File: src/rtl/resp_chk_pkg.sv
package resp_chk_pkg;

    localparam int TAG_W  = 4;
    localparam int ACK_W  = 2;
    localparam int DATA_W = 32;
    localparam int CRC_W  = 4;
    localparam int CNT_W  = $clog2(DATA_W);

    // x^4 + x^2 + x + 1 without the x^4 term
    localparam logic [CRC_W-1:0] CRC_POLY = 4'b0111;

    typedef enum logic [2:0] {
        RS_IDLE    = 3'd0,
        RS_BUSY    = 3'd1,
        RS_OK      = 3'd2,
        RS_CRC_ERR = 3'd3,
        RS_ACK_ERR = 3'd4
    } resp_status_e;

    typedef enum logic [1:0] {
        PH_IDLE,
        PH_TAG,
        PH_DATA,
        PH_CRC
    } phase_e;

    typedef struct packed {
        logic take_tag;
        logic take_data;
        logic take_crc;
    } take_t;

    typedef struct packed {
        logic [TAG_W-1:0]  tag;
        logic [DATA_W-1:0] data;
        logic [CRC_W-2:0]  crc_hi;
    } capture_t;

    function automatic logic [CRC_W-1:0] crc_step(input logic [CRC_W-1:0] c, input logic b);
        logic fb;
        fb = c[CRC_W-1] ^ b;
        return {c[CRC_W-2:0], 1'b0} ^ (fb ? CRC_POLY : '0);
    endfunction

endpackage

File: src/rtl/resp_frame_seq.sv
module resp_frame_seq
    import resp_chk_pkg::*;
(
    input  logic  clk,
    input  logic  rst,
    input  logic  i_valid,
    input  logic  i_start,
    input  logic  i_bit,
    input  logic  i_is_read,
    input  logic  i_tag_low,
    output logic  o_frame_start,
    output take_t o_take,
    output logic  o_last
);

    phase_e           phase_q;
    logic [CNT_W-1:0] cnt_q;
    logic             rd_q;
    logic [ACK_W-1:0] ack_now;
    logic             has_payload;

    assign o_frame_start = i_valid && i_start;
    assign ack_now       = {i_tag_low, i_bit};
    assign has_payload   = (ack_now == '0) && rd_q;

    always_comb begin
        o_take = '0;
        if (i_valid && !i_start) begin
            o_take.take_tag  = (phase_q == PH_TAG);
            o_take.take_data = (phase_q == PH_DATA);
            o_take.take_crc  = (phase_q == PH_CRC);
        end
    end

    assign o_last = o_take.take_crc && (cnt_q == CNT_W'(CRC_W - 1));

    always_ff @(posedge clk) begin
        if (rst) begin
            phase_q <= PH_IDLE;
            cnt_q   <= '0;
            rd_q    <= 1'b0;
        end else if (o_frame_start) begin
            phase_q <= PH_TAG;
            cnt_q   <= '0;
            rd_q    <= i_is_read;
        end else if (i_valid) begin
            unique case (phase_q)
                PH_TAG: begin
                    if (cnt_q == CNT_W'(TAG_W - 1)) begin
                        cnt_q   <= '0;
                        phase_q <= has_payload ? PH_DATA : PH_CRC;
                    end else begin
                        cnt_q <= cnt_q + 1'b1;
                    end
                end
                PH_DATA: begin
                    if (cnt_q == CNT_W'(DATA_W - 1)) begin
                        cnt_q   <= '0;
                        phase_q <= PH_CRC;
                    end else begin
                        cnt_q <= cnt_q + 1'b1;
                    end
                end
                PH_CRC: begin
                    if (cnt_q == CNT_W'(CRC_W - 1)) begin
                        cnt_q   <= '0;
                        phase_q <= PH_IDLE;
                    end else begin
                        cnt_q <= cnt_q + 1'b1;
                    end
                end
                default: begin
                    cnt_q <= '0;
                end
            endcase
        end
    end

    // an idle sequencer leaves idle only through a start bit
    p_idle_ignore_r8: assert property (@(posedge clk) disable iff (rst)
        (phase_q == PH_IDLE && !o_frame_start) |=> (phase_q == PH_IDLE));

    // a payload is only entered for a read whose code is 0
    p_payload_rule_r2: assert property (@(posedge clk) disable iff (rst)
        (o_take.take_tag && cnt_q == CNT_W'(TAG_W - 1) && !has_payload) |=> (phase_q == PH_CRC));

endmodule

File: config.mk
export PLATFORM = sky130hd
export DESIGN_NAME = resp_frame_seq
export DESIGN_NICKNAME = d
export VERILOG_FILES = /design/src/rtl/resp_chk_pkg.sv /design/src/rtl/resp_frame_seq.sv
export SDC_FILE = /design/constraint.sdc
export NUM_CORES = 1
export LEC_CHECK = 0
export BUFFER_PORTS_ARGS = -buffer_cell sky130_fd_sc_hd__buf_2
export CORE_AREA = 4 4 41 43
export CTS_BUF_LIST = sky130_fd_sc_hd__clkbuf_16
export DETAILED_ROUTE_END_ITERATION = 8
export DIE_AREA = 0 0 45 47
export SLEW_MARGIN = 20
export SYNTH_ARGS = -nofsm -noshare
export SYNTH_HDL_FRONTEND = slang
export SYNTH_SLANG_ARGS = --single-unit
File: constraint.sdc
create_clock -name clk -period 2.4 [get_ports clk]
set_input_delay 0.36 -clock clk [delete_from_list [all_inputs] [get_ports clk]]
set_output_delay 0.36 -clock clk [all_outputs]
set_load 0.02 [all_outputs]
# Word level (Yosys, flattened, before mapping)
# Cells that the tools add are included.
# totals
wordCells	40
register_bits	8
# classes
eq_ne	11
add_sub_neg	1
n_mux	11
reduce_logical	13
# op_table
op	n
$mux W5	2
$pmux W5 S2	1
$reduce_and A5 Y1	2
$ne A3 B2 Y1 const B	3
$mux W2	3
$ne A2 B1 Y1 const B	3
$pmux W2 S3	1
$add A5 B1 Y5 const B	1
$eq A5 B2 Y1 const B	1
$eq A5 B5 Y1 const B	1
$eq A2 B2 Y1 const B	2
$logic_and A1 B1 Y1	4
$reduce_bool A4 Y1	1
$reduce_or A2 Y1	2
$mux W1	3
$mux W3	1
$reduce_bool A3 Y1	1
$eq A2 B1 Y1 const B	1
$logic_not A2 Y1	1
$reduce_bool A2 Y1	1
$logic_not A1 Y1	1

# Depth between registers and ports, before layout
# Gate-level depths: netlist (run 1).
# depth
ltp_word	7
mapped_depth	6
depth_no_buf	6

# Worst setup path after synthesis (run 1)
# OpenSTA, ideal clock, no wires.
# synth_path
path_type	reg2out
start	reg cnt_q[0]
end	out o_last
path_slack_ns	0.389
arrival_ns	1.651
t_required_ns	2.040
stages_incl_launch_ff	4
path_cell_list	dfxtp_1 -> ha_1 -> or4b_4 -> nor4_1
# synth_via
elab_chain_cells	2
# synth_rtl
element	line	source
from (decl)	resp_frame_seq.sv:17	logic [CNT_W-1:0] cnt_q;
from (signal assigned)	resp_frame_seq.sv:53	cnt_q <= cnt_q + 1'b1;
from (signal assigned)	resp_frame_seq.sv:61	cnt_q <= cnt_q + 1'b1;
from (signal assigned)	resp_frame_seq.sv:69	cnt_q <= cnt_q + 1'b1;
$eq A5 B2 Y1	resp_frame_seq.sv:35	assign o_last = o_take.take_crc && (cnt_q == CNT_W'(CRC_W - 1));
$logic_and A1 B1 Y1	resp_frame_seq.sv:35	
to (decl)	resp_frame_seq.sv:13	output logic o_last
# No other way between the ends.

# Final worst setup path (run 1)
# Ends and elaborated chain as after synthesis.

==> impl_metrics.toml, run 1 <==
[critical_path]
crit_type = "reg2out"
worstPathMaxFanout = 6
cp-start-kind = "flip-flop"
worstPathRequired_ns = 2.04
cp.arrival_ns = 1.64
path_cells = "ha_1 > or4b_4 > nor4_1 > buf_2"
crit_path_end_kind = "output pin"
slowest_stage = "or4b_4"
cpPeakStageDelay_ns = 0.51

[clocking]
insertion_delay_ns = 0.23
cts_hold_buffers = 0
cts_buffer_depth = 2
cts-root-buf = "clkbuf_16"
post-cts-setup-buffer-count = 0
cts_tree = "built"
cts.sinks = 8
htreeDepth = 1
cts.repair.resized = 0
cts_made_buffers = 3
clk_pin_slew_ns = 0.04

[yosys]
ys_warn_count = 0
synth-main-ff-cell = "dfxtp_1"
synth_seq_cells = 8
syn_area_per_cell_um2 = 8.903
synth_nets = 63
synth-seq-area-share = 0.3459
async_flop_share = 0
synth-edff-count = 0
synth_cell_types = 27
synth_area_um2 = 462.9
synthCells = 52

[placement]
post-place-ws_ns = 0.6349
placed_area_um2 = 529.3
portBuffers = 11
placed_cells = 76
dpl.hpwl_um = 663.4
globalplace.congestion = 0.7342

[power]
p_int_mw = 0.3645
p_clk_frac = 0.622
power_density_nw_per_um2 = 744.3
p_comb_frac = 0.065
p_total_mw = 0.4498
leakage_nw = 0.2625
power_switching_mw = 0.08531
irDropWorstVdd_v = 0.0004433
switching_share = 0.1896
pwr-share-seq = 0.313

[drt]
wl_um = 877
drt_iter0_markers = 3
dr.pass1.iters = 3
drcViolationCount = 0
vias = 414
ant_nets = 0
vias_per_cell = 5.241
wl_per_cell_um = 11.10

[die]
core_um2 = 1301
rows = 13
start_util = 0.3558
die_w_um = 45
die_y_um = 47
num_io_pins = 12
dieArea_um2 = 2115

[grt]
grt_pass1_vias = 375
grt_first_pass_wirelength_mm = 1.545
grt_use_total = 0.1046
grt_start_max_net_pins = 10
gr-total-overflow = 0
antenna_found_initial = 0

[finish]
drive_above_1_share = 0.2813
areaGrowthSynthToFinish_pct = 30.54
final_cells = 79
final_common_cell = "buf_2"
nNetsFinal = 77
final_core_util = 0.4644
fin_area_um2 = 604.3
antennaDiodeCount = 0
final_cell_mix = "buf_2, dfxtp_1, nor3_1"

[sta]
worst_pin_slew_ns = 0.3930
hold_viol_final = 0
slew_headroom = 0.7380
rsz0062_at_grt = "false"
setup_tns_ns = 0
setup_viol = 0
hold_ws_ns = 0.3242
slew_viol_final = 0
fmax_mhz = 499.3
worst_slack_ns = 0.3970
post-route-period-util = 0.8346
clock-skew-final_ns = 0.0009565
layout_min_cycle_time_ns = 2.003

[outcome]
status = "finished clean"

[flow_run]
drv_cap = 0

[hold_path]
hp-class = "in2reg"
==> state kept, by name, summed over array words and instances, names as in the netlist <==
register  flops
cnt_q         5
phase_q       2
rd_q          1
==> per-layer routing <==
metal	vias up	share of wire	GRT usage	wire, µm
met4	0	0.022	0.07018	19
met5	-	0	0	0
met1	186	0.46	0.1216	405
met2	8	0.45	0.1554	399
li1	217	-	-	-
met3	3	0.062	0.04598	54
==> power groups by stage <==
stage	combinational (mW)	clock (mW)	sequential, mW
final	0.0291	0.280	0.141
after global routing	0.0329	0.293	0.142
after CTS	0.0294	0.288	0.141
after detailed placement	0.0293	0	0.143
after global placement	0.0291	0	0.143
after floorplan	0.0193	0	0.142
==> synthesized netlist by cell type (2+ instances only) <==
cell | n | share of area
dfxtp_1 | 8 | 0.35
nor3_1 | 6 | 0.065
ha_1 | 4 | 0.11
inv_1 | 3 | 0.024
nand2_1 | 3 | 0.024
a21oi_1 | 2 | 0.022
clkbuf_1 | 2 | 0.016
mux2i_1 | 2 | 0.043
nand4_1 | 2 | 0.027
nor4_1 | 2 | 0.027
xor2_1 | 2 | 0.038
==> layout make-up <==
type | count | area, µm²
Fill cell | 131 | 696.9
Multi-Input combinational cell | 39 | 284.0
Sequential cell | 8 | 160.2
Clock buffer | 3 | 75.07
Timing Repair Buffer | 11 | 55.05
Tap cell | 15 | 18.77
Inverter | 3 | 11.26
==> critical path: cells and delay by family, from the launching register on <==
| family | cells | cell delay [ns] |
|---|---|---|
| and+or+nand+nor | 2 | 0.67 |
| DFF | 1 | 0.35 |
| buffers and inverters | 1 | 0.20 |
| adders and majority gates | 1 | 0.18 |
==> cell families after synthesis <==
kind of cell    after synthesis  synth area share
compound gates                7            0.1135
xor+xnor                      3           0.05677
fa+ha+maj                     4            0.1081
buf+inv                       5           0.04054
flops                         8            0.3459
mux                           2           0.04324
simple gates                 23            0.2919
==> final timing paths <==
path	start	end	slack, ns	cells after the start
max	cnt_q[0]	o_last	0.40	4
min	rst	rd_q	0.32	2
max reg2reg	cnt_q[0]	cnt_q[1]	0.72	4
min reg2reg	rd_q	rd_q	0.48	2
Power figures use the tool's default switching activity.
==> run 2: changes to the inputs <==
==> constraint.sdc (replaced) <==
create_clock -name clk -period 2.1 [get_ports clk]
set_input_delay 0.315 -clock clk [delete_from_list [all_inputs] [get_ports clk]]
set_output_delay 0.315 -clock clk [all_outputs]
set_load 0.02 [all_outputs]
==> impl_metrics.toml, run 2 (synthesis gave the netlist of run 1 again) <==
[outcome]
status = "finished clean"

[sta]
fmax_mhz = 507.0
worst_pin_slew_ns = 0.3540
hold_ws_ns = 0.2845
worst_slack_ns = 0.1277
setup_tns_ns = 0
slew_headroom = 0.7640
post-route-period-util = 0.9392
layout_min_cycle_time_ns = 1.972
hold_viol_final = 0
slew_viol_final = 0
rsz0062_at_grt = "false"
setup_viol = 0
clock-skew-final_ns = 0.001860

[finish]
areaGrowthSynthToFinish_pct = 30.54
top_regs = "cnt_q x5, phase_q x2, rd_q x1"
largest_reg_flops = 5
nNetsFinal = 77
largest_register = "cnt_q"
final_common_cell = "buf_2"
antennaDiodeCount = 0
drive_above_1_share = 0.2813
final_cells = 79
final_cell_mix = "buf_2, dfxtp_1, nor3_1"

[placement]
placed_cells = 76
dpl.hpwl_um = 675.8
globalplace.congestion = 0.7187
portBuffers = 11
post-place-ws_ns = 0.3588

[critical_path]
worstPathMaxFanout = 6
r2r_slack_ns = 0.44
crit_type = "reg2out"
cp-start-kind = "flip-flop"
worstPathRequired_ns = 1.78
cp.arrival_ns = 1.66
crit_path_end_kind = "output pin"

[power]
power_switching_mw = 0.09724
p_comb_frac = 0.065
p_total_mw = 0.5138
irDropWorstVdd_v = 0.0006717
leakage_nw = 0.2625
p_clk_frac = 0.622
switching_share = 0.1893
p_int_mw = 0.4166
power_density_nw_per_um2 = 850.2
pwr-share-seq = 0.314

[grt]
grt_first_pass_wirelength_mm = 1.593
antenna_found_initial = 0
gr-total-overflow = 0
grt_start_max_net_pins = 10
grt_pass1_vias = 387
grt_use_total = 0.1086

[die]
core_um2 = 1301
die_w_um = 45
num_io_pins = 12
start_util = 0.3558
dieArea_um2 = 2115
rows = 13
die_y_um = 47

[clocking]
cts_made_buffers = 3
cts.sinks = 8
cts_buffer_depth = 2
insertion_delay_ns = 0.23
cts_hold_buffers = 0
cts.repair.resized = 0
cts_tree = "built"
clk_pin_slew_ns = 0.04
post-cts-setup-buffer-count = 0
cts-root-buf = "clkbuf_16"
htreeDepth = 1

[hold_path]
hp-class = "in2reg"

[flow_run]
drv_cap = 0

[drt]
vias_per_cell = 5.190
wl_per_cell_um = 11.42
vias = 410
ant_nets = 0
wl_um = 902
dr.pass1.iters = 3
drcViolationCount = 0
drt_iter0_markers = 3
==> run 2: cell counts in the layout (fill, tap and decap cells not counted) <==
No cell type changed its count.
==> run 2: final timing paths <==
kind,startpoint,endpoint,depth (start not counted)
worst max-delay path,cnt_q[0],o_last,4
worst min-delay path,rst,rd_q,2
worst max register to register,cnt_q[0],cnt_q[1],4
worst min register to register,rd_q,rd_q,2
==> run 2: worst max-delay path, cell delays in order, from the launching register on <==
cell     delay, ns
dfxtp_1       0.36
ha_1          0.19
or4b_4        0.51
nor4_1        0.16
buf_2         0.20
==> run 2: area by class of cell <==
| cell class | instances | area (µm²) |
|---|---|---|
| tap | 15 | 18.77 |
| timing repair buffer | 11 | 55.05 |
| multi-input combinational | 39 | 284.0 |
| clock buffer | 3 | 75.07 |
| inverter | 3 | 11.26 |
| sequential | 8 | 160.2 |
| fill | 121 | 696.9 |
==> run 2: stage by stage <==
stage	cell area, µm²	util
6_report	604.3	0.4644
2_1_floorplan	462.9	-
4_1_cts	604.3	0.4644
3_5_place_dp	529.3	0.4067
3_3_place_gp	529.3	0.4067
5_1_grt	604.3	0.4644
==> run 2: routing by layer <==
metal,share of wire,track usage,routed length (µm),vias to the layer above
met1,0.51,0.1287,457,186
met2,0.43,0.1695,392,7
li1,-,-,-,215
met4,0.021,0.05263,19,0
met5,0,0,0,-
met3,0.034,0.04598,31,2
==> run 2: power by group through the flow <==
stage | combinational (mW) | clock, mW | sequential, mW
floorplan | 0.0221 | 0 | 0.163
global placement | 0.0332 | 0 | 0.163
detailed placement | 0.0328 | 0 | 0.164
CTS | 0.0334 | 0.325 | 0.161
global route | 0.0378 | 0.334 | 0.162
finish | 0.0332 | 0.319 | 0.161
